[config.mk]
export PLATFORM = sky130hd
export DESIGN_NAME = msi_ind_xlate
export DESIGN_NICKNAME = d
export VERILOG_FILES = /design/src/rtl/msi_ind_pkg.sv /design/src/rtl/msi_bitpos.sv /design/src/rtl/msi_win_port.sv /design/src/rtl/msi_rmw_seq.sv /design/src/rtl/msi_ind_xlate.sv
export SDC_FILE = /design/constraint.sdc
export NUM_CORES = 1
export LEC_CHECK = 0
export BUFFER_PORTS_ARGS = -buffer_cell sky130_fd_sc_hd__buf_2
export CORE_MARGIN = 2
export CORE_UTILIZATION = 33
export CTS_BUF_LIST = sky130_fd_sc_hd__clkbuf_4 sky130_fd_sc_hd__clkbuf_8 sky130_fd_sc_hd__clkbuf_16
export DETAILED_ROUTE_END_ITERATION = 8
export PLACE_DENSITY = 0.61
export SLEW_MARGIN = 20
export SYNTH_ARGS = -nofsm -noshare
export SYNTH_HDL_FRONTEND = slang
export SYNTH_SLANG_ARGS = --single-unit
[constraint.sdc]
create_clock -name clk -period 5.2 [get_ports clk]
set_input_delay 0.26 -clock clk [delete_from_list [all_inputs] [get_ports clk]]
set_output_delay 0.26 -clock clk [all_outputs]
set_load 0.02 [all_outputs]
[src/rtl/msi_ind_pkg.sv]
package msi_ind_pkg;

  typedef enum logic [1:0] {
    SEQ_IDLE = 2'd0,
    SEQ_IND  = 2'd1,
    SEQ_SUM  = 2'd2
  } seq_state_e;

  localparam logic [1:0] FN_STATE_ENABLED = 2'd2;

  // Bit 0 of an indicator array is the most significant bit of its first byte.
  function automatic logic [7:0] msb_first_mask(input logic [2:0] bit_in_byte);
    return 8'h80 >> bit_in_byte;
  endfunction

endpackage

[src/rtl/msi_bitpos.sv]
module msi_bitpos
  import msi_ind_pkg::*;
#(
  parameter int AW    = 32,
  parameter int OFS_W = 32,
  parameter int VEC_W = 11
) (
  input  logic [AW-1:0]    base,
  input  logic [OFS_W-1:0] bitofs,
  input  logic [VEC_W-1:0] vec,
  output logic [AW-1:0]    byte_addr,
  output logic [7:0]       or_mask
);
  localparam int SUM_W = OFS_W + 1;

  logic [SUM_W-1:0] abs_bit;

  assign abs_bit   = SUM_W'(bitofs) + SUM_W'(vec);
  assign byte_addr = base + AW'(abs_bit >> 3);
  assign or_mask   = msb_first_mask(abs_bit[2:0]);

endmodule

[src/rtl/msi_win_port.sv]
module msi_win_port #(
  parameter int DW    = 32,
  parameter int VEC_W = 11
) (
  input  logic             clk,
  input  logic             rst_n,
  input  logic             win_valid,
  input  logic             win_write,
  input  logic [DW-1:0]    win_wdata,
  input  logic             seq_idle,
  output logic             win_ready,
  output logic             accept_wr,
  output logic [VEC_W-1:0] vec,
  output logic             win_rvalid,
  output logic [DW-1:0]    win_rdata
);
  logic accept_rd;
  logic unused_hi_data;

  assign win_ready      = seq_idle;
  assign accept_wr      = win_valid && win_ready && win_write;
  assign accept_rd      = win_valid && win_ready && !win_write;
  assign vec            = win_wdata[VEC_W-1:0];
  assign unused_hi_data = ^win_wdata[DW-1:VEC_W];

  always_ff @(posedge clk) begin
    if (!rst_n) win_rvalid <= 1'b0;
    else        win_rvalid <= accept_rd;
  end

  assign win_rdata = win_rvalid ? '1 : '0;

  assert_rd_resp_R9: assert property (@(posedge clk) disable iff (!rst_n)
    win_rvalid |-> $past(win_valid && !win_write && win_ready));

endmodule

[src/rtl/msi_rmw_seq.sv]
module msi_rmw_seq
  import msi_ind_pkg::*;
#(
  parameter int AW    = 32,
  parameter int ISC_W = 3
) (
  input  logic             clk,
  input  logic             rst_n,
  input  logic             start,
  input  logic [AW-1:0]    ind_addr,
  input  logic [7:0]       ind_mask,
  input  logic [AW-1:0]    sum_addr,
  input  logic [7:0]       sum_mask,
  input  logic [ISC_W-1:0] isc,
  input  logic             mem_ack,
  input  logic             mem_err,
  input  logic [7:0]       mem_old,
  output logic             seq_idle,
  output logic             mem_req,
  output logic [AW-1:0]    mem_addr,
  output logic [7:0]       mem_or_mask,
  output logic             irq_valid,
  output logic [ISC_W-1:0] irq_isc,
  output logic             err_valid
);
  seq_state_e       state;
  logic [AW-1:0]    ind_addr_q, sum_addr_q;
  logic [7:0]       ind_mask_q, sum_mask_q;
  logic [ISC_W-1:0] isc_q;

  // Named internal events.
  logic ind_done, sum_done, sum_was_clear;
  assign ind_done      = (state == SEQ_IND) && mem_ack;
  assign sum_done      = (state == SEQ_SUM) && mem_ack;
  assign sum_was_clear = sum_done && !mem_err && (mem_old == 8'h00);

  assign seq_idle    = (state == SEQ_IDLE);
  assign mem_req     = (state != SEQ_IDLE);
  assign mem_addr    = (state == SEQ_SUM) ? sum_addr_q : ind_addr_q;
  assign mem_or_mask = (state == SEQ_SUM) ? sum_mask_q : ind_mask_q;
  assign irq_isc     = isc_q;

  always_ff @(posedge clk) begin
    if (!rst_n) begin
      state      <= SEQ_IDLE;
      ind_addr_q <= '0;
      sum_addr_q <= '0;
      ind_mask_q <= '0;
      sum_mask_q <= '0;
      isc_q      <= '0;
      irq_valid  <= 1'b0;
      err_valid  <= 1'b0;
    end else begin
      irq_valid <= 1'b0;
      err_valid <= 1'b0;
      unique case (state)
        SEQ_IDLE: if (start) begin
          ind_addr_q <= ind_addr;
          ind_mask_q <= ind_mask;
          sum_addr_q <= sum_addr;
          sum_mask_q <= sum_mask;
          isc_q      <= isc;
          state      <= SEQ_IND;
        end
        SEQ_IND: if (ind_done) begin
          if (mem_err) begin
            err_valid <= 1'b1;
            state     <= SEQ_IDLE;
          end else begin
            state <= SEQ_SUM;
          end
        end
        SEQ_SUM: if (sum_done) begin
          state     <= SEQ_IDLE;
          err_valid <= mem_err;
          irq_valid <= sum_was_clear;
        end
        default: state <= SEQ_IDLE;
      endcase
    end
  end

  assert_lock_hold_R5: assert property (@(posedge clk) disable iff (!rst_n)
    mem_req && !mem_ack |=> mem_req && $stable(mem_addr) && $stable(mem_or_mask));

  assert_sum_after_ind_R5: assert property (@(posedge clk) disable iff (!rst_n)
    (state == SEQ_SUM) && ($past(state) != SEQ_SUM) |-> $past(mem_ack && !mem_err));

  assert_irq_cause_R6: assert property (@(posedge clk) disable iff (!rst_n)
    irq_valid |-> $past(mem_req && mem_ack && !mem_err && mem_old == 8'h00));

  assert_no_irq_busy_R7: assert property (@(posedge clk) disable iff (!rst_n)
    mem_req && mem_ack && (mem_old != 8'h00) |=> !irq_valid);

  assert_err_abort_R8: assert property (@(posedge clk) disable iff (!rst_n)
    err_valid |-> !mem_req && !irq_valid && $past(mem_ack && mem_err));

endmodule

[src/rtl/msi_ind_xlate.sv]
module msi_ind_xlate
  import msi_ind_pkg::*;
#(
  parameter int AW    = 32,
  parameter int DW    = 32,
  parameter int OFS_W = 32,
  parameter int VEC_W = 11,
  parameter int ISC_W = 3
) (
  input  logic             clk,
  input  logic             rst_n,
  input  logic             win_valid,
  input  logic             win_write,
  input  logic [DW-1:0]    win_wdata,
  output logic             win_ready,
  output logic             win_rvalid,
  output logic [DW-1:0]    win_rdata,
  input  logic [1:0]       cfg_fn_state,
  input  logic [AW-1:0]    cfg_ind_base,
  input  logic [OFS_W-1:0] cfg_ind_bitofs,
  input  logic [AW-1:0]    cfg_sum_base,
  input  logic [OFS_W-1:0] cfg_sum_bitofs,
  input  logic [ISC_W-1:0] cfg_isc,
  output logic             mem_req,
  output logic [AW-1:0]    mem_addr,
  output logic [7:0]       mem_or_mask,
  input  logic             mem_ack,
  input  logic             mem_err,
  input  logic [7:0]       mem_old,
  output logic             irq_valid,
  output logic [ISC_W-1:0] irq_isc,
  output logic             err_valid
);
  localparam int N_TGT   = 2;
  localparam int TGT_IND = 0;
  localparam int TGT_SUM = 1;

  logic             seq_idle;
  logic             accept_wr;
  logic             fn_enabled;
  logic [VEC_W-1:0] vec;

  logic [AW-1:0]    tgt_base [N_TGT];
  logic [OFS_W-1:0] tgt_ofs  [N_TGT];
  logic [VEC_W-1:0] tgt_vec  [N_TGT];
  logic [AW-1:0]    tgt_addr [N_TGT];
  logic [7:0]       tgt_mask [N_TGT];

  assign fn_enabled = (cfg_fn_state == FN_STATE_ENABLED);

  msi_win_port #(.DW(DW), .VEC_W(VEC_W)) u_win (
    .clk(clk), .rst_n(rst_n),
    .win_valid(win_valid), .win_write(win_write), .win_wdata(win_wdata),
    .seq_idle(seq_idle), .win_ready(win_ready), .accept_wr(accept_wr),
    .vec(vec), .win_rvalid(win_rvalid), .win_rdata(win_rdata)
  );

  // The indicator bit follows the vector; the summary bit is fixed per function.
  assign tgt_base[TGT_IND] = cfg_ind_base;
  assign tgt_ofs[TGT_IND]  = cfg_ind_bitofs;
  assign tgt_vec[TGT_IND]  = vec;
  assign tgt_base[TGT_SUM] = cfg_sum_base;
  assign tgt_ofs[TGT_SUM]  = cfg_sum_bitofs;
  assign tgt_vec[TGT_SUM]  = '0;

  for (genvar g = 0; g < N_TGT; g++) begin : g_pos
    msi_bitpos #(.AW(AW), .OFS_W(OFS_W), .VEC_W(VEC_W)) u_pos (
      .base(tgt_base[g]), .bitofs(tgt_ofs[g]), .vec(tgt_vec[g]),
      .byte_addr(tgt_addr[g]), .or_mask(tgt_mask[g])
    );
  end

  msi_rmw_seq #(.AW(AW), .ISC_W(ISC_W)) u_seq (
    .clk(clk), .rst_n(rst_n),
    .start(accept_wr && fn_enabled),
    .ind_addr(tgt_addr[TGT_IND]), .ind_mask(tgt_mask[TGT_IND]),
    .sum_addr(tgt_addr[TGT_SUM]), .sum_mask(tgt_mask[TGT_SUM]),
    .isc(cfg_isc),
    .mem_ack(mem_ack), .mem_err(mem_err), .mem_old(mem_old),
    .seq_idle(seq_idle), .mem_req(mem_req), .mem_addr(mem_addr),
    .mem_or_mask(mem_or_mask), .irq_valid(irq_valid), .irq_isc(irq_isc),
    .err_valid(err_valid)
  );

  assert_drop_disabled_R2: assert property (@(posedge clk) disable iff (!rst_n)
    accept_wr && !fn_enabled |=> !mem_req && win_ready);

  assert_backpressure_R10: assert property (@(posedge clk) disable iff (!rst_n)
    mem_req |-> !win_ready);

  assert_single_event_R8: assert property (@(posedge clk) disable iff (!rst_n)
    !(irq_valid && err_valid));

  assert_onehot_mask_R3: assert property (@(posedge clk) disable iff (!rst_n)
    mem_req |-> $countones(mem_or_mask) == 1);

endmodule

==> results of run 1 <==
metal layers:
layer / vias up / wire length [um]
met2: 231 / 10700
met4: 0 / 293
met1: 3501 / 12300
li1: 4158 / -
met3: 15 / 1140
met5: - / 0
area by class of cell:
cell class                 count  share of cell area, %
timing repair buffer         242                   12.7
clock buffer                   9                   2.35
inverter                      22                  0.860
tap                          324                   4.22
sequential                    88                   18.4
clock inverter                 7                   1.30
multi-input combinational    869                   60.2
through the flow:
stage	utilization [%]	setup WS, ps	hold slack, ps	total power [mW]
finish	39.7	692	96.7	2.28
global route	39.7	254	87.5	2.42
CTS	39.7	696	85.2	2.30
detailed placement	38.2	351	442	1.53
global placement	38.2	377	432	1.53
floorplan	-	998	339	1.30
registers in the layout (all words and copies together) (netlist names):
register and count:
u_seq.ind_addr_q 32, u_seq.sum_addr_q 32, u_seq.ind_mask_q 8, u_seq.sum_mask_q 8, u_seq.irq_isc 3, u_seq.state 2
u_seq.err_valid 1, u_seq.irq_valid 1, u_win.win_rvalid 1
worst reg2reg max path: stages, from the launching register on:
cell	delay, ps
sky130_fd_sc_hd__dfxtp_1	320
sky130_fd_sc_hd__inv_1	100
sky130_fd_sc_hd__ha_1	310
sky130_fd_sc_hd__nand2_1	150
sky130_fd_sc_hd__or3_2	680
sky130_fd_sc_hd__nor2_1	760
sky130_fd_sc_hd__nand2_1	110
sky130_fd_sc_hd__a211oi_1	250
sky130_fd_sc_hd__a211o_1	130
report_power, final:
part           total [mW]  switching (mW)  internal (mW)
clock               0.767           0.292          0.475
combinational       0.810           0.485          0.325
sequential          0.705          0.0123          0.693
cells in the mapped netlist, types with 7 or more instances:
cell type	instances
sky130_fd_sc_hd__a31oi_1	11
sky130_fd_sc_hd__inv_1	21
sky130_fd_sc_hd__a211oi_1	13
sky130_fd_sc_hd__nand3_1	36
sky130_fd_sc_hd__a21o_1	21
sky130_fd_sc_hd__xor2_1	25
sky130_fd_sc_hd__o211ai_1	9
sky130_fd_sc_hd__nor3_1	26
sky130_fd_sc_hd__o21bai_1	9
sky130_fd_sc_hd__buf_4	33
sky130_fd_sc_hd__o21ai_0	50
sky130_fd_sc_hd__mux2_2	41
sky130_fd_sc_hd__nand4_1	26
sky130_fd_sc_hd__a21oi_1	127
sky130_fd_sc_hd__buf_2	7
sky130_fd_sc_hd__xnor2_1	43
sky130_fd_sc_hd__clkbuf_1	42
sky130_fd_sc_hd__nand2b_1	12
sky130_fd_sc_hd__and3_1	14
sky130_fd_sc_hd__or3_1	10
sky130_fd_sc_hd__ha_1	74
sky130_fd_sc_hd__dfxtp_1	88
sky130_fd_sc_hd__nor2_1	79
sky130_fd_sc_hd__o21a_1	9
sky130_fd_sc_hd__and2_1	10
sky130_fd_sc_hd__nand2_1	136
final timing paths:
kind	startpoint	slack [ps]	end
min	win_write	100	u_win.win_rvalid
min reg2reg	u_seq.ind_addr_q[12]	450	u_seq.ind_addr_q[12]
max reg2reg	u_seq.state[0]	2350	u_seq.ind_addr_q[31]
max	win_wdata[0]	690	u_seq.ind_addr_q[26]
kinds of logic (layout without fill, tap and decap cells):
family | after synthesis | in the layout
fa+ha+maj | 77 | 77
simple gates | 387 | 387
mux | 44 | 44
buf+inv | 108 | 280
xor+xnor | 68 | 68
flops | 88 | 88
compound gates | 293 | 293
==> results, run 1 <==
- The flow ran to the end, and the final reports show no timing, DRC or antenna violations.
- The number of global-route vias before repair is 7291.
- The root cell of the clock tree is sky130_fd_sc_hd__clkbuf_16.
- The area occupied by registers is 1760 um^2.
- The synthesized netlist devotes 12.2% of its cell area to adder and majority cells.
- The multiplexer area fraction after synthesis is 6.10%.
- Global routing used 29.3% of the available met2 tracks.
- The transition time of the tightest slew-check pin is 1050 ps.
- The setup clock skew after layout is 10.8 ps.
- After synthesis, the largest family of logic cells by area is simple AND/OR/NAND/NOR gates.
- The die height is 160 um.
- By area the synthesized netlist is led by sky130_fd_sc_hd__dfxtp_1, sky130_fd_sc_hd__ha_1, sky130_fd_sc_hd__a21oi_1.
- The synthesized netlist devotes 23.3% of its cell area to simple gates.
- The number of enable flip-flop cells after synthesis is 0.
- The detailed router placed 7905 vias in this run.
- The peak clock frequency supported by timing is 222 MHz.
- The synthesized flop and latch total is 88.
- The number of gates resized after CTS was 0.
- The DRC violation count after routing is 0.
- The core region is 24200 um^2.
- The met1 capacity usage during global routing is 27.0%.
- The critical path is of the input pin to flip-flop type.
- Summed over all layers, the routed wires come to 24.5 mm.
- The total overflow left after global routing is 0.
- For this run, the leading register cell type out of synthesis is sky130_fd_sc_hd__dfxtp_1.
- In this design, the stage delay of the slowest critical-path cell is 460 ps.
- Global routing consumed, over all layers together, 18.4% of the routing resources.
- After clock tree synthesis, the flow added hold-fix buffers numbering 0.
- The number of cells in the design after placement is 1545.
- Using the TritonRoute via totals, the vias-per-cell ratio works out to 5.06.
- The post-CTS setup buffer count is 0.
- The die covers 25700 um^2.
- The H-tree was split into 3 levels.
- The layout filler cell count is 2508.
- The share of the clock period used by the worst path is 86.7%.
- The depth of the worst register-to-register path is 8.
- The number of DRC markers after the initial detailed-route iteration is 471.
- The kind of start point of the critical path is an input pin.
- Walking the worst path, the cells encountered are buf_2 > ha_1 > fa_1 > a21o_1 > a21oi_1 > o21a_1 > nor4_1 > or3_1 > and3_1 > nand2_1 > xnor2_1 > ha_1 > nand4_1 > or2_2 > a2bb2oi_1 > a31oi_1 > a21oi_1 > nor3_1 > a31oi_1 > o22ai_1.
- The wire-length estimate of the detail-placed layout is 19.2 mm.
- The pre-antenna-repair detailed-routing pass consisted of 5 iterations.
- The number of CTS-inserted buffers is 9.
- The cell area after synthesis is 8070 um^2.
- The count of warnings emitted by yosys is 0.
- The starting utilization of the core area is 33.4%.
- The floorplan has 57 rows.
- The number of nets in the synthesized netlist is 1321.
- The first global-routing pass estimated 38.7 mm of wire.
- Once detail routing completed, the nets flagged for antenna violations numbered 0.
- The max-capacitance violation count is 0.
- The highest-delay cell along the critical path is sky130_fd_sc_hd__ha_1.
- The synthesized area per cell is 7.57 um^2.
- The worst hold path class is input pin to flip-flop.
- After the last flow step, the layout net total stands at 1488.
- In this run the cell area measured after placement is 9250 um^2.
- For this run, global-route usage on met3 was measured as 2.04%.
- The maximum number of pins on one net before global-route repair is 64.
- The cell count along the critical path is 20.
- The category of cells accounting for the largest share of critical-path delay is compound AO/OA/AOI/OAI gates.
- The post-synthesis share of cell area spent on xor and xnor gates is 7.38%.
- The clock reaches the later pin of the worst-skew pair after 340 ps.
- Excluding fillers, the count of instances in the completed layout stands at 1561.
- After synthesis, the share of flip-flops with an asynchronous set or reset is 0%.
- The count of buffers inserted at the top-level ports is 237.
- The synthesized design spends more area on one cell type than any other, namely sky130_fd_sc_hd__dfxtp_1.
- Power spread over the standard cell area amounts to 238 nW/um^2.
- The layer flagged by global routing as most heavily used is met2.
- The post-route netlist has 25.9% of its cells at a drive strength greater than 1.
- Routability-driven placement finished with a final weighted congestion of 0.844.
- The area growth from synthesis to layout is 19.0%.
- The clock-pin slew of the registers on the worst-case setup and hold paths is 70 ps.
- The proportion of synthesized chip area in sequential cells is 21.8%.
- The multi-input gate area in the final layout is 5770 um^2.
- The data arrival time of the worst path is 4750 ps.
- In the final routed layout, each cell accounts on average for 15.7 um.
- The final critical-path required period is 4510 ps.
- The sum of negative setup slack is 0 ps.
- TritonCTS built the clock tree.
- The final instance area is 9600 um^2.
- The leading cell type in the layout, fill and taps excluded is sky130_fd_sc_hd__buf_2.
- The clock net in this run drives a total of 88 sinks.
- The kind of capture point of the worst setup path is a flip-flop.
- The number of antenna violations at the first check in global routing is 0.
- Setup repair after global routing left no endpoint under its margin.
- The worst-path maximum fanout is 10.
- The worst-case IR drop observed on VDD is 156 uV.
- The required time of the worst setup path is 5440 ps.
- The max-slew violation total from the final report is 0.
- The final-report setup violation count is 0.
- The number of hold-slack violations in the final timing report is 0.
- The worst slew margin relative to its limit is 29.8%.
- Of the post-synthesis cell area, the dominant cell type holds 21.8%.
- The boundary pin count is 259.
- The buffering stage count on the worst path with inverters included is 1.
- Counting instances, the worst hold path has a depth of 2.
- The die is 160 um wide.
- The synthesized-area fraction occupied by ao, oa, aoi and oai cells is 22.5%.
- The number of different library cells used by synthesis comes to 69.
- The deepest clock path buffer count is 2.
- The number of antenna repair diodes is 0.
- Counting every instance in the synthesized netlist gives 1065.
- The top cell types in the final layout, fill and taps aside, are sky130_fd_sc_hd__buf_2, sky130_fd_sc_hd__nand2_1, sky130_fd_sc_hd__a21oi_1.
- Summed over all cells, the static leakage comes to 4.29 nW.
No activity file was read; power rests on OpenSTA's default activity.
==> run 2, diff against run 1 <==
--- a/config.mk
+++ b/config.mk
@@ -8,8 +8,8 @@
 export BUFFER_PORTS_ARGS = -buffer_cell sky130_fd_sc_hd__buf_2
 export CORE_MARGIN = 2
 export CORE_UTILIZATION = 33
-export CTS_BUF_LIST = sky130_fd_sc_hd__clkbuf_4 sky130_fd_sc_hd__clkbuf_8 sky130_fd_sc_hd__clkbuf_16
 export DETAILED_ROUTE_END_ITERATION = 8
+export GPL_TIMING_DRIVEN = 0
 export PLACE_DENSITY = 0.61
 export SLEW_MARGIN = 20
 export SYNTH_ARGS = -nofsm -noshare
==> results, run 2 (same netlist as run 1, synthesis figures left out) <==
- In the global route stage, overall resource usage came out at 20.0%.
- The kind of start point of the critical path is an input pin.
- The net switching power figure is 0.813 mW.
- The share of the clock period used by the worst path is 90.0%.
- The total internal power is 1.37 mW.
- After clock tree synthesis, the clock-pin slew on the worst setup and hold paths is 70 ps.
- The largest registers in the layout are u_seq.ind_addr_q (32), u_seq.sum_addr_q (32).
- The tree is rooted in a sky130_fd_sc_hd__clkbuf_16.
- The path class of the tightest hold or removal check is input pin to flip-flop.
- The smallest clock period supported by the final layout is computed as 4680 ps.
- Across the run, the number of max-cap violations was 0.
- The overall die width is 160 um.
- For flop-to-flop paths, the worst setup slack is 1980 ps.
- The number of clock sinks seen by CTS is 88.
- For this run, the post-layout net count is 1566.
- The sum of negative setup slack is 0 ps.
- The flow ran to the end, and the final reports show no timing, DRC or antenna violations.
- The analysis attributes to cell leakage a power of 4.48 nW.
- The switching share of power is 37.2%.
- The post-CTS setup buffer count is 0.
- The part of the power in registers is 32.3%.
- The data arrival time of the worst path is 4960 ps.
- After clock tree synthesis, the repair step resized 0 gates.
- The leading cell type in the layout, fill and taps excluded is sky130_fd_sc_hd__buf_2.
- The worst pin sits at a relative slew slack of 33.3%.
- The combinational share of power is 38.4%.
- The weighted congestion reported at the end of routability-driven placement is 0.886.
- Setup repair after global routing left no endpoint under its margin.
- The synthesis-to-layout area growth is 23.2%.
- The classification of the worst setup path is input pin to flip-flop.
- In this run the worst path has a maximum fanout of 10.
- The placed cell area is 9640 um^2.
- Along the worst hold path, the cell count comes to 2.
- The number of DRC markers after the initial detailed-route iteration is 471.
- The multi-input gate area in the final layout is 5770 um^2.
- The boundary pin count is 259.
- The detail route stage leaves a number of antenna-violating nets equal to 0.
- The count of buffers inserted at the top-level ports is 234.
- The cts-stage hold buffer count is 0.
- The longest clock path from root to sink contains 2 buffers.
- At the pin with the least slew margin, the transition time is 992 ps.
- The max-slew violation total from the final report came to 0.
- The die height is 160 um.
- Dividing the detail-routed via count by the number of cells gives 5.14.
- In the layout the commonest cells are sky130_fd_sc_hd__buf_2, sky130_fd_sc_hd__nand2_1, sky130_fd_sc_hd__a21oi_1.
- The length of the first detailed-routing pass in iterations is 5.
- The remaining global-route overflow is 0.
- The path with the worst hold slack has its endpoint at u_win.win_rvalid.
- The beginning of the worst register-to-register path is u_seq.state[0].
- The required time of the worst setup path is 5480 ps.
- The peak supply drop is 174 uV.
- The overall power after layout is 2.19 mW.
- The area occupied by registers is 1760 um^2.
- Across the routed clock network, the largest skew measured is 10.2 ps.
- The number of antenna violations at the first check in global routing was 0.
- The share of total power dissipated in the clock network is 29.3%.
- The maximum level of the CTS H-tree is 3.
- Wires add up to 26.7 mm.
- The final-report setup violation count is 0.
- The clock reaches the later pin of the worst-skew pair after 350 ps.
- The worst register-to-register path ends at u_seq.ind_addr_q[10].
- The number of hold-slack violations in the final timing report is 0.
- The number of global-route vias before repair is 7787.
- The floorplan step defined a die boundary enclosing 25700 um^2.
- Entering global routing, the biggest net connects 34 pins.
- Dividing the detail-routed wire length by the instance count gives 16.3 um.
- The post-detailed-placement half-perimeter wirelength is 21.8 mm.
- The starting utilization of the core area is 33.4%.
- The power per standard cell area is 220 nW/um^2.
- The proportion of layout cells with a drive suffix above 1 is 26.8%.
- In this run, CTS created clock tree buffers numbering 9.
- The final route contains 8419 vias.
- After detailed routing, the number of remaining DRC violations is 0.
- The number of antenna repair diodes is 0.
- The first global-routing pass estimated 41.4 mm of wire.
- The layout filler cell count is 2537.
- The worst setup path is captured at a flip-flop.
- The final instance area is 9930 um^2.
- The worst register-to-register path has a depth of 8.
- TritonCTS built the clock tree.
- The start point of the worst min-delay path is win_write.
- The area of the core region is 24200 um^2.
- The peak clock frequency supported by timing is 214 MHz.
- The total number of placement rows is 57.
## run 2: changes by cell type in the layout (fill, tap and decap cells not counted), moves of 3 or more
cell and change:
sky130_fd_sc_hd__buf_4 +28, sky130_fd_sc_hd__bufinv_16 -3, sky130_fd_sc_hd__buf_2 +4, sky130_fd_sc_hd__buf_1 +3, sky130_fd_sc_hd__clkbuf_1 +42
## run 2: area by class of cell
cell class                 instances  share of cell area (%)
multi-input combinational        869                    58.0
sequential                        88                    17.7
timing repair buffer             234                    11.8
buffer                            86                    4.60
tap                              324                    4.08
clock buffer                      10                    2.41
inverter                          22                   0.831
clock inverter                     6                   0.516
## run 2: worst max path at each step
stage / startpoint / end
after floorplan: win_wdata[0] / u_seq.ind_addr_q[24]
after global placement: win_wdata[0] / u_seq.ind_addr_q[28]
after detailed placement: win_wdata[0] / u_seq.ind_addr_q[28]
after CTS: win_wdata[0] / u_seq.ind_addr_q[28]
after global routing: win_wdata[0] / u_seq.ind_addr_q[30]
final: win_wdata[0] / u_seq.ind_addr_q[30]
## run 2: worst max-delay path, cell delays in order
cell	delay, ps
sky130_fd_sc_hd__buf_2	100
sky130_fd_sc_hd__ha_1	240
sky130_fd_sc_hd__fa_1	450
sky130_fd_sc_hd__a21o_1	200
sky130_fd_sc_hd__a21oi_1	280
sky130_fd_sc_hd__o21a_1	190
sky130_fd_sc_hd__nor4_1	70
sky130_fd_sc_hd__or3_1	370
sky130_fd_sc_hd__and3_1	190
sky130_fd_sc_hd__buf_2	170
sky130_fd_sc_hd__nand4_1	120
sky130_fd_sc_hd__xnor2_1	150
sky130_fd_sc_hd__ha_1	260
sky130_fd_sc_hd__clkbuf_1	210
sky130_fd_sc_hd__a21o_1	230
sky130_fd_sc_hd__a21o_1	170
sky130_fd_sc_hd__a21oi_1	350
sky130_fd_sc_hd__a31oi_1	140
sky130_fd_sc_hd__a311oi_1	360
sky130_fd_sc_hd__xnor2_1	210
sky130_fd_sc_hd__nand2_1	80
sky130_fd_sc_hd__a21oi_1	150
## run 2: per-stage QoR
stage               hold WS (ps)  std cells  util, %  worst slack, ps
floorplan                    339       1065        -              998
global placement             435       1623     39.9              187
detailed placement           444       1623     39.9              145
CTS                         73.5       1639     41.1              505
global route                76.3       1639     41.1             99.5
finish                      72.0       1639     41.1              523
## run 2: power by group through the flow
stage	clock network, mW	registers (mW)	logic, mW
after detailed placement	0	0.721	0.834
after CTS	0.646	0.706	0.841
after floorplan	0	0.718	0.581
after global placement	0	0.721	0.830
final	0.640	0.706	0.841
after global routing	0.673	0.709	0.937
## run 2: layer usage
layer / global-route usage, % / wire length [um] / vias up
li1: - / - / 4305
met1: 27.6 / 12600 / 3798
met2: 33.1 / 12100 / 290
met3: 2.01 / 1370 / 26
met4: 5.57 / 589 / 0
met5: 0 / 0 / -
==> run 3, diff against run 2 <==
--- a/config.mk
+++ b/config.mk
@@ -5,12 +5,13 @@
 export SDC_FILE = /design/constraint.sdc
 export NUM_CORES = 1
 export LEC_CHECK = 0
+export ABC_AREA = 1
 export BUFFER_PORTS_ARGS = -buffer_cell sky130_fd_sc_hd__buf_2
 export CORE_MARGIN = 2
 export CORE_UTILIZATION = 33
 export DETAILED_ROUTE_END_ITERATION = 8
 export GPL_TIMING_DRIVEN = 0
-export PLACE_DENSITY = 0.61
+export PLACE_DENSITY = 0.59
 export SLEW_MARGIN = 20
 export SYNTH_ARGS = -nofsm -noshare
 export SYNTH_HDL_FRONTEND = slang
==> results, run 3 <==
- The run finished with clean final reports.
- During synthesis, Yosys emitted a total of 0 warnings.
- The total of cells resized after clock tree synthesis is 0.
- The transition time of the tightest slew-check pin is 1030 ps.
- The worst setup path is launched from an input pin.
- Measured against its own limit, the worst slew margin works out to 31.1%.
- The per-cell routed wire length is 13.4 um.
- Timing would allow up to 306 MHz.
- On the final layout, the worst clock skew is 7.71 ps.
- For this run, the leading register cell type out of synthesis is sky130_fd_sc_hd__dfxtp_1.
- The number of enable flip-flop cells after synthesis is 0.
- The classification of the worst setup path is input pin to flip-flop.
- The worst hold path class is input pin to flip-flop.
- The power per standard cell area is 211 nW/um^2.
- The sum of negative setup slack is 0 ps.
- The worst hold path begins at win_write.
- The final critical-path required period is 3270 ps.
- The latest clock arrival within the worst-skew pair is 340 ps.
- The post-detailed-placement half-perimeter wirelength is 27.8 mm.
- The layout filler cell count is 3401.
- The multi-input gate area in the final layout is 6360 um^2.
- In this run the post-CTS setup repair buffer count came out at 0.
- The area occupied by registers is 1760 um^2.
- Summed over all layers, the routed wires come to 32.4 mm.
- Of all cell types, the one taking the most synthesized area is sky130_fd_sc_hd__nand2_1.
- The clock passes through at most 2 buffers.
- The synthesized flop and latch total is 88.
- The leading cell type in the layout, fill and taps excluded is sky130_fd_sc_hd__nand2_1.
- Entering global routing, the biggest net connects 34 pins.
- Global routing consumed, over all layers together, 20.1% of the routing resources.
- The cell area after synthesis is 9930 um^2.
- The starting utilization of the core area is 33.5%.
- The count of buffers added on input and output ports is 237.
- The worst hold path passes through 2 cells.
- TritonCTS built the clock tree.
- The number of CTS-inserted buffers is 9.
- The H-tree generated during clock tree synthesis spans 3 levels.
- The worst-case IR drop observed on VDD is 143 uV.
- For the worst setup path, the data required time is 5440 ps.
- The number of global-route vias before repair is 10000.
- The root cell of the clock tree is sky130_fd_sc_hd__clkbuf_16.
- The number of antenna violations at the first check in global routing was 1.
- The number of different library cells in the post-synthesis netlist is 40.
- The area of the core region is 29600 um^2.
- The top cell type's share of synthesized area is 22.2%.
- The overall die width is 177 um.
- The clock net in this run drives a total of 88 sinks.
- The largest registers in the layout are u_seq.ind_addr_q (32), u_seq.sum_addr_q (32).
- For this block, the initial DRC count from the detailed router was 561.
- The congestion estimate from routability-driven global placement came to 0.927.
- The kind of capture point of the worst setup path is a flip-flop.
- After synthesis, the cell types taking the most area are sky130_fd_sc_hd__nand2_1, sky130_fd_sc_hd__dfxtp_1, sky130_fd_sc_hd__inv_1.
- The max-capacitance violation count is 0.
- The net total in the final layout is 2279.
- For this run, the register share of the synthesized area comes to 17.7%.
- The length of the first detailed-routing pass in iterations is 5.
- The number of cells in the design after placement is 2402.
- The library cells used most frequently in the layout, excluding fill and tap cells, are sky130_fd_sc_hd__nand2_1, sky130_fd_sc_hd__inv_1, sky130_fd_sc_hd__buf_2.
- The die covers 31500 um^2.
- The number of hold-slack violations in the final timing report is 0.
- 259 I/O pins were placed.
- After the flow finishes, the layout carries non-filler instances totaling 2418.
- The worst register-to-register path has a setup slack of 3210 ps.
- The clock-pin slew of the registers on the worst-case setup and hold paths is 70 ps.
- The floorplan step set the die height to 177 um.
- The max-slew violation total from the final report is 0.
- Once detail routing completed, the nets flagged for antenna violations numbered 0.
- Setup violations remaining at the end of the flow were counted as 0.
- Of the total synthesized cell area, the portion taken by XOR and XNOR cells is 4.67%.
- The data arrival time of the worst path is 3500 ps.
- The worst min-delay path endpoint is u_win.win_rvalid.
- After floorplanning, the core was divided into 63 placement rows.
- The synthesized-area fraction occupied by ao, oa, aoi and oai cells is 9.96%.
- For this design the static power due to leakage is 7.20 nW.
- In the routed layout, each cell is associated on average with a via count of 4.51.
- Counting instances in the post-synthesis netlist gives the leading cell types as sky130_fd_sc_hd__nand2_1, sky130_fd_sc_hd__inv_1, sky130_fd_sc_hd__nor2_1, sky130_fd_sc_hd__a21oi_1, sky130_fd_sc_hd__nand3_1.
- Buffers inserted to repair hold after CTS numbered 0.
- The multiplexer area fraction after synthesis is 0.907%.
- Yosys instantiated no cell more often than sky130_fd_sc_hd__nand2_1.
- After global routing the overflow that remains totals 0.
- The first-pass GRT wire length is 50.4 mm.
- In the routed design, unresolved DRC markers number 0.
- Setup repair after global routing left no endpoint under its margin.
- In this run the worst path has a maximum fanout of 5.
- A synthesized cell averages 5.60 um^2.
- After synthesis, the largest family of logic cells by area is simple AND/OR/NAND/NOR gates.
- The post-synthesis net count is 2031.
- In this run the critical register-to-register path is launched from u_seq.state[0].
- Of the total synthesized cell area, the portion taken by AND, OR, NAND and NOR gates is 38.5%.
- Counting every instance in the synthesized netlist gives 1775.
- Counting flops with an async set or reset pin after synthesis yields a share of 0%.
- Of the available clock period, the critical path in the final layout requires 62.8%.
- The post-route netlist has 17.2% of its cells at a drive strength greater than 1.
- Compared with the post-synthesis result, the final layout area differs by 20.2%.
- The post-synthesis adder-cell area fraction is 9.93%.
- The worst register-to-register path has a depth of 9.
- 0 antenna diodes ended up in the layout.
- The overall via count from detail_route is 10900.
- The worst register-to-register path ends at u_seq.ind_addr_q[31].
-- run 3: critical path: stages --
cell                      delay [ps]
sky130_fd_sc_hd__buf_2           100
sky130_fd_sc_hd__ha_1            230
sky130_fd_sc_hd__fa_1            410
sky130_fd_sc_hd__nand2_1          90
sky130_fd_sc_hd__nand2_1         140
sky130_fd_sc_hd__o21ai_1         190
sky130_fd_sc_hd__inv_1            90
sky130_fd_sc_hd__nand3_1         130
sky130_fd_sc_hd__nand2_2         130
sky130_fd_sc_hd__nand3_2         100
sky130_fd_sc_hd__xor2_1          150
sky130_fd_sc_hd__inv_1            60
sky130_fd_sc_hd__ha_1            420
sky130_fd_sc_hd__nand2_1         130
sky130_fd_sc_hd__nor2_1          230
sky130_fd_sc_hd__nand2_1         120
sky130_fd_sc_hd__nor2_1          110
sky130_fd_sc_hd__nand2_1         100
sky130_fd_sc_hd__nand4_1          90
sky130_fd_sc_hd__nand3_1         120
sky130_fd_sc_hd__nand2_1          80
sky130_fd_sc_hd__inv_1            30
-- run 3: worst max path at each step --
stage	cells past startpoint	slack [ps]	end	start
after floorplan	22	2320	u_seq.ind_addr_q[16]	win_wdata[0]
after global placement	23	1550	u_seq.ind_addr_q[26]	win_wdata[0]
after detailed placement	23	1540	u_seq.ind_addr_q[26]	win_wdata[0]
after CTS	23	1880	u_seq.ind_addr_q[26]	win_wdata[0]
after global routing	23	1630	u_seq.ind_addr_q[26]	win_wdata[0]
final	22	1930	u_seq.ind_addr_q[26]	win_wdata[0]
-- run 3: cell type report --
class | count | area share [%]
Inverter | 368 | 11.6
Sequential cell | 88 | 14.8
Clock inverter | 6 | 0.755
Buffer | 65 | 3.60
Tap cell | 390 | 4.09
Timing Repair Buffer | 237 | 9.94
Multi-Input combinational cell | 1254 | 53.3
Clock buffer | 10 | 2.00
-- run 3: per-stage QoR --
step	total power, mW	worst slack, ps	util [%]	area [um^2]	hold WS (ps)
after global placement	1.80	1550	39.2	11600	437
after detailed placement	1.81	1540	39.2	11600	444
after global routing	2.70	1630	40.3	11900	105
after CTS	2.53	1880	40.3	11900	93.4
after floorplan	1.48	2320	-	9930	339
final	2.52	1930	40.3	11900	98.5
-- run 3: cells by family after synthesis --
group	Yosys count
simple gates	927
fa+ha+maj	77
mux	8
xor+xnor	53
compound gates	189
flops	88
buf+inv	433
-- run 3: report_power, final --
group          switching [mW]  internal, mW  leakage [nW]
combinational           0.697         0.385          6.32
sequential             0.0182         0.703         0.713
clock                   0.281         0.437         0.159
total                   0.996          1.52          7.20
-- run 3: metal layers --
metal	up-vias	global-route usage (%)	wire length (um)
li1	5892	-	-
met1	4741	26.5	15300
met2	245	35.3	15300
met3	33	1.44	1220
met4	2	5.02	580
met5	-	0	13
